## src/rtl/wdt_pkg.sv

```systemverilog
package wdt_pkg;

    localparam int CNT_W    = 8;
    localparam int SEL_W    = 4;
    localparam int NUM_TAPS = 10;
    localparam int ADDR_W   = 2;

    localparam logic [ADDR_W-1:0] ADDR_CNT  = 2'd0;
    localparam logic [ADDR_W-1:0] ADDR_MODE = 2'd1;
    localparam logic [ADDR_W-1:0] ADDR_STAT = 2'd2;

    localparam logic [SEL_W-1:0] SEL_RESET = '1;

    typedef enum logic {
        SRC_PRESCALER = 1'b0,
        SRC_SUBCLOCK  = 1'b1
    } tick_src_e;

    typedef struct packed {
        tick_src_e        src;
        logic [SEL_W-1:0] tap_idx;
    } tick_route_t;

    // log2 of the divide ratio for each prescaler tap
    function automatic int tap_shift(input int idx);
        return (idx < NUM_TAPS - 1) ? idx + 1 : 13;
    endfunction

    localparam int PRE_W = tap_shift(NUM_TAPS - 1);

    function automatic tick_route_t decode_sel(input logic [SEL_W-1:0] sel,
                                               input logic override);
        tick_route_t r;
        r.tap_idx = sel;
        if (override || (int'(sel) >= NUM_TAPS)) r.src = SRC_SUBCLOCK;
        else                                     r.src = SRC_PRESCALER;
        return r;
    endfunction

endpackage

```

## src/rtl/wdt_prescaler.sv

```systemverilog
module wdt_prescaler
    import wdt_pkg::*;
#(
    parameter int N_TAPS = NUM_TAPS,
    parameter int DIV_W  = PRE_W
) (
    input  logic              clk,
    input  logic              rst,
    output logic [N_TAPS-1:0] tap_o
);
    logic [DIV_W-1:0] div_q;

    always_ff @(posedge clk) begin
        if (rst) div_q <= '0;
        else     div_q <= div_q + 1'b1;
    end

    for (genvar i = 0; i < N_TAPS; i++) begin : g_tap
        localparam int SH = tap_shift(i);
        assign tap_o[i] = &div_q[SH-1:0];

        if (i > 0) begin : g_nest
            // a slower tap only fires together with every faster one
            p_tap_nested_r6: assert property (@(posedge clk) disable iff (rst)
                tap_o[i] |-> tap_o[i-1]);
        end
    end

    p_fastest_alternates_r6: assert property (@(posedge clk) disable iff (rst)
        tap_o[0] |=> !tap_o[0]);

endmodule

```

## src/rtl/wdt_tick_sel.sv

```systemverilog
module wdt_tick_sel
    import wdt_pkg::*;
#(
    parameter int N_TAPS = NUM_TAPS
) (
    input  logic [N_TAPS-1:0] tap_i,
    input  logic [SEL_W-1:0]  sel_i,
    input  logic              override_i,
    input  logic              sub_tick_i,
    output logic              tick_o
);
    tick_route_t route;
    logic        pre_tick;

    always_comb begin
        route    = decode_sel(sel_i, override_i);
        pre_tick = 1'b0;
        for (int i = 0; i < N_TAPS; i++) begin
            if (route.tap_idx == SEL_W'(i)) pre_tick = tap_i[i];
        end
        tick_o = (route.src == SRC_SUBCLOCK) ? sub_tick_i : pre_tick;
    end

endmodule

```

## src/rtl/wdt_counter.sv

```systemverilog
module wdt_counter
    import wdt_pkg::*;
#(
    parameter int W = CNT_W
) (
    input  logic         clk,
    input  logic         rst,
    input  logic         tick_i,
    input  logic         load_i,
    input  logic [W-1:0] load_val_i,
    input  logic         clr_flag_i,
    output logic [W-1:0] count_o,
    output logic         flag_o,
    output logic         pulse_o
);
    logic [W-1:0] cnt_q;
    logic         flag_q;
    logic         pulse_q;
    logic         wrap;

    assign wrap = tick_i && !load_i && (cnt_q == {W{1'b1}});

    always_ff @(posedge clk) begin
        if (rst) begin
            cnt_q   <= '0;
            flag_q  <= 1'b0;
            pulse_q <= 1'b0;
        end else begin
            if (load_i)      cnt_q <= load_val_i;
            else if (tick_i) cnt_q <= cnt_q + 1'b1;

            if (wrap)            flag_q <= 1'b1;
            else if (clr_flag_i) flag_q <= 1'b0;

            pulse_q <= wrap;
        end
    end

    assign count_o = cnt_q;
    assign flag_o  = flag_q;
    assign pulse_o = pulse_q;

    p_count_step_r2: assert property (@(posedge clk) disable iff (rst)
        (tick_i && !load_i && cnt_q != {W{1'b1}}) |=> (cnt_q == $past(cnt_q) + 1'b1));

    p_count_hold_r2: assert property (@(posedge clk) disable iff (rst)
        (!tick_i && !load_i) |=> $stable(cnt_q));

    p_wrap_pulse_r3: assert property (@(posedge clk) disable iff (rst)
        (tick_i && !load_i && cnt_q == {W{1'b1}}) |=> (pulse_q && cnt_q == '0));

    p_pulse_single_r3: assert property (@(posedge clk) disable iff (rst)
        pulse_q |=> !pulse_q);

    p_flag_sticky_r4: assert property (@(posedge clk) disable iff (rst)
        (flag_q && !clr_flag_i) |=> flag_q);

    p_set_beats_clear_r4: assert property (@(posedge clk) disable iff (rst)
        pulse_q |-> flag_q);

    p_load_wins_r9: assert property (@(posedge clk) disable iff (rst)
        load_i |=> (cnt_q == $past(load_val_i) && !pulse_q));

endmodule

```

## src/rtl/wdt_top.sv

```systemverilog
module wdt_top
    import wdt_pkg::*;
(
    input  logic              clk,
    input  logic              rst,
    input  logic [ADDR_W-1:0] addr_i,
    input  logic              we_i,
    input  logic [CNT_W-1:0]  wdata_i,
    output logic [CNT_W-1:0]  rdata_o,
    input  logic              sel_override_i,
    input  logic              sub_tick_i,
    output logic              wdt_rst_o
);
    localparam int RSV_W = CNT_W - SEL_W;

    logic [NUM_TAPS-1:0] taps;
    logic [SEL_W-1:0]    sel_q;
    logic                tick;
    logic                cnt_load;
    logic                flag_clr;
    logic [CNT_W-1:0]    count;
    logic                flag;

    assign cnt_load = we_i && (addr_i == ADDR_CNT);
    assign flag_clr = we_i && (addr_i == ADDR_STAT) && !wdata_i[0];

    always_ff @(posedge clk) begin
        if (rst)                               sel_q <= SEL_RESET;
        else if (we_i && addr_i == ADDR_MODE)  sel_q <= wdata_i[SEL_W-1:0];
    end

    wdt_prescaler #(.N_TAPS(NUM_TAPS), .DIV_W(PRE_W)) u_pre (
        .clk   (clk),
        .rst   (rst),
        .tap_o (taps)
    );

    wdt_tick_sel #(.N_TAPS(NUM_TAPS)) u_sel (
        .tap_i      (taps),
        .sel_i      (sel_q),
        .override_i (sel_override_i),
        .sub_tick_i (sub_tick_i),
        .tick_o     (tick)
    );

    wdt_counter #(.W(CNT_W)) u_cnt (
        .clk        (clk),
        .rst        (rst),
        .tick_i     (tick),
        .load_i     (cnt_load),
        .load_val_i (wdata_i),
        .clr_flag_i (flag_clr),
        .count_o    (count),
        .flag_o     (flag),
        .pulse_o    (wdt_rst_o)
    );

    always_comb begin
        case (addr_i)
            ADDR_CNT:  rdata_o = count;
            ADDR_MODE: rdata_o = {{RSV_W{1'b1}}, sel_q};
            ADDR_STAT: rdata_o = {{(CNT_W-1){1'b0}}, flag};
            default:   rdata_o = '0;
        endcase
    end

    p_override_r8: assert property (@(posedge clk) disable iff (rst)
        sel_override_i |-> (tick == sub_tick_i));

    p_reserved_code_r7: assert property (@(posedge clk) disable iff (rst)
        (int'(sel_q) >= NUM_TAPS) |-> (tick == sub_tick_i));

    p_mode_upper_ones_r5: assert property (@(posedge clk) disable iff (rst)
        (addr_i == ADDR_MODE) |-> (rdata_o[CNT_W-1:SEL_W] == {RSV_W{1'b1}}));

    p_reset_state_r1: assert property (@(posedge clk)
        $past(rst) |-> (sel_q == SEL_RESET && count == '0 && !flag && !wdt_rst_o));

endmodule

```

## config.mk

```make
export PLATFORM = sky130hd
export DESIGN_NAME = wdt_top
export DESIGN_NICKNAME = d
export VERILOG_FILES = /design/src/rtl/wdt_pkg.sv /design/src/rtl/wdt_prescaler.sv /design/src/rtl/wdt_tick_sel.sv /design/src/rtl/wdt_counter.sv /design/src/rtl/wdt_top.sv
export SDC_FILE = /design/constraint.sdc
export NUM_CORES = 1
export LEC_CHECK = 0
export ABC_AREA = 1
export BUFFER_PORTS_ARGS = -buffer_cell sky130_fd_sc_hd__buf_2
export CAP_MARGIN = 20
export CELL_PAD_IN_SITES_DETAIL_PLACEMENT = 2
export CELL_PAD_IN_SITES_GLOBAL_PLACEMENT = 2
export CORE_MARGIN = 4
export CORE_UTILIZATION = 31
export CTS_CLUSTER_SIZE = 8
export DETAILED_ROUTE_END_ITERATION = 10
export GPL_TIMING_DRIVEN = 0
export PLACE_DENSITY_LB_ADDON = 0.1
export SETUP_SLACK_MARGIN = 0.4
export SKIP_CTS_REPAIR_TIMING = 1
export SYNTH_ARGS = -nofsm -noshare
export SYNTH_HDL_FRONTEND = slang
export SYNTH_HIERARCHICAL = 1
export SYNTH_SLANG_ARGS = --single-unit
```

## constraint.sdc

```tcl
create_clock -name clk -period 2.4 [get_ports clk]
set_input_delay 0.48 -clock clk [delete_from_list [all_inputs] [get_ports clk]]
set_output_delay 0.48 -clock clk [all_outputs]
set_load 0.02 [all_outputs]
```

==> impl_metrics.csv <==
group,metric,value,unit
run_status,outcome,"completed",
synth,synth_edf_count,0,
synth,ys_ff_latch,27,
power_and_ir_drop,p_per_area,441,mW/mm^2
final_layout,n_antenna_cell,0,
sta,hold_viol,0,
drt,wl_met3,74,um
power_and_ir_drop,power.leakage,0.890,nW
final_layout,syn_to_final_growth,22.6,%
run,cap_violations,0,
sta,slew_violations,0,
die,placementRows,26,
min_path,hp-class,"reg2reg",
synth,synth_cell_types,31,
drt,top_layer_used,"met4",
die,die-area,0.00664,sq mm
critical_path,start_kind,"flop",
drt,wirelength,4750,um
clock_network,insertion_delay,0.27,ns
drt,drt_pre_antenna_iters,4,
global_routing,grt_pass1_vias,1735,
clock_network,numCtsBuffers,3,
final_layout,fillers,651,
synth,synth_most_common_cell,"nand2_1",
clock_network,path_clk_slew,0.10,ns
synth,synthArstFlopShare,0,%
critical_path,crit_type,"reg2reg",
power_and_ir_drop,vdd_drop_max,0.000183,V
placement,gp_congestion,0.766,
synth,avgSynthCellArea,6.72,sq um
clock_network,cts_buffer_depth,2,
clock_network,clock_sinks,27,
sta,setup_viol,0,
sta,max_freq,482,MHz
synth,ys_top_cells_by_area,"dfxtp_1 32%, nand2_1 13%, nand3_1 8.7%",
sta,clock_skew,0.00578,ns
die,initial_core_util,32.4,%
placement,dp_hpwl,3790,um
critical_path,critPathMaxFanout,6,
drt,wirelength_met1,2140,um
die,die_y,81.5,um
clock_network,htree_levels,1,
placement,dp.cells,341,
synth,synth_nets,269,
synth,netlist_instances,249,
drt,route.met2.wl,2490,um
sta,tightestPinTransition,0.304,ns
final_layout,final_layout_size_suffix_gt1_share,27.9,%
clock_network,cts_tree,"built",
global_routing,grt_max_degree,15,
sta,rsz0062_at_grt,"yes",
synth,yosysTopAreaCellShare,32.3,%
sta,max-slew-margin-rel,79.7,%
die,die_w,81.5,um
synth,syn-cell-area,0.00167,sq mm
final_layout,layout.nets,304,
critical_path,cp-end-kind,"flop",
placement,io_buffers,22,
clock_network,cts_root_buf,"clkbuf_8",
global_routing,grt_overflow,0,
final_layout,fin_cells,353,
die,ios,24,
synth,synth_largest_area_cell,"dfxtp_1",
drt,wl_per_cell,13.5,um
synth,synth_commonest_cells,"60 x nand2_1, 31 x inv_1, 31 x nor2_1",
die,core-area,0.00517,sq mm
critical_path,arrival,2.26,ns
synth,synth_warnings,6,
drt,vias_per_cell,4.83,
synth,ys.flop_type,"dfxtp_1",
global_routing,grt_pass1_wl,8090,um
drt,drc,0,
sta,period_minus_slack,2.08,ns
global_routing,grt_usage,15.6,%
sta,min_period_over_period,86.5,%
drt,dr.first_iter.drc_count,61,
global_routing,antenna_found_initial,0,
sta,fin_tns_setup,0,ns
drt,vias,1704,
drt,ant_nets,0,
critical_path,worst_ep_required_time,2.58,ns
synth,ys_seq_area_share,32.3,%
critical path: stages, from the launching register on:
cell	delay, ns
dfxtp_2	0.38
ha_4	0.17
inv_2	0.04
nor2_4	0.12
buf_6	0.12
nand4_1	0.12
inv_1	0.08
inv_1	0.05
nand2_2	0.05
nand3_2	0.07
a21oi_2	0.15
nand3_2	0.09
nand2_4	0.13
nor2_4	0.08
a22oi_1	0.16
nand2_1	0.09
nand2_1	0.06
inv_1	0.03
kinds of logic (layout without fill, tap and decap cells):
group | count (synthesis) | in the layout | share of synthesized area, %
compound gates | 26 | 26 | 9.94
xor+xnor | 2 | 2 | 1.05
fa+ha+maj | 5 | 5 | 3.74
buf+inv | 40 | 74 | 10.5
flops | 27 | 27 | 32.3
simple gates | 149 | 149 | 42.5
flip-flops by register name, indices dropped and copies added, names as in the netlist:
name           flops
sel_q              4
u_cnt/count_o      8
u_cnt/flag_o       1
u_cnt/pulse_o      1
u_pre/div_q       13
stage by stage:
| stage | setup WS [ns] | hold slack (ns) | total power [W] | utilization, % | area (sq um) |
|---|---|---|---|---|---|
| detailed placement | -0.00205 | 0.480 | 0.000641 | 36.3 | 1880 |
| CTS | -0.0268 | 0.470 | 0.000911 | 37.2 | 1920 |
| global route | 0.134 | 0.470 | 0.000967 | 39.7 | 2050 |
| global placement | 0.0589 | 0.472 | 0.000637 | 36.3 | 1880 |
| floorplan | 0.408 | 0.441 | 0.000586 | - | 1680 |
| finish | 0.324 | 0.450 | 0.000905 | 39.7 | 2050 |
cell usage in the layout, fill, tap and decap left out, drive strengths merged, types with 2 or more instances in the layout:
cell | synthesis | routed
a21oi | 9 | 9
nand2 | 65 | 65
dfxtp | 27 | 27
inv | 35 | 35
buf | 5 | 35
nor3b | 2 | 2
nand3 | 31 | 31
nand4 | 6 | 6
o21ai | 6 | 6
o21bai | 3 | 3
ha | 5 | 5
clkbuf | 0 | 4
a22oi | 6 | 6
nor2 | 43 | 43
area by class of cell:
| class | count | area (sq um) | share of cell area [%] |
|---|---|---|---|
| multi-input cells | 182 | 1020 | 49.6 |
| flip-flops and latches | 27 | 548 | 26.7 |
| repair buffers | 30 | 174 | 8.48 |
| inverters | 35 | 136 | 6.65 |
| well taps | 70 | 87.6 | 4.27 |
| clock buffers | 4 | 45.0 | 2.20 |
| plain buffers | 5 | 42.5 | 2.07 |
routing by layer:
metal / track usage, % / vias to the layer above
met5: 0 / -
li1: - / 871
met2: 29.9 / 11
met3: 1.64 / 5
met4: 4.05 / 0
met1: 18.1 / 817
worst paths after layout:
kind	endpoint	slack (ns)	start	cells after the start
worst max-delay path	u_cnt/count_o[1]	0.32	u_pre/div_q[1]	17
worst min-delay path	u_pre/div_q[0]	0.45	u_pre/div_q[0]	1
worst max register to register	u_cnt/count_o[1]	0.32	u_pre/div_q[1]	17
worst min register to register	u_pre/div_q[0]	0.45	u_pre/div_q[0]	1
power by group:
group / total, W / leakage (nW) / internal (W) / switching (W)
combinational: 0.000154 / 0.646 / 0.0000597 / 0.0000944
clock: 0.000263 / 0.0228 / 0.000119 / 0.000144
sequential: 0.000488 / 0.221 / 0.000463 / 0.0000243
Note: power is estimated with default switching activity, not from simulation.
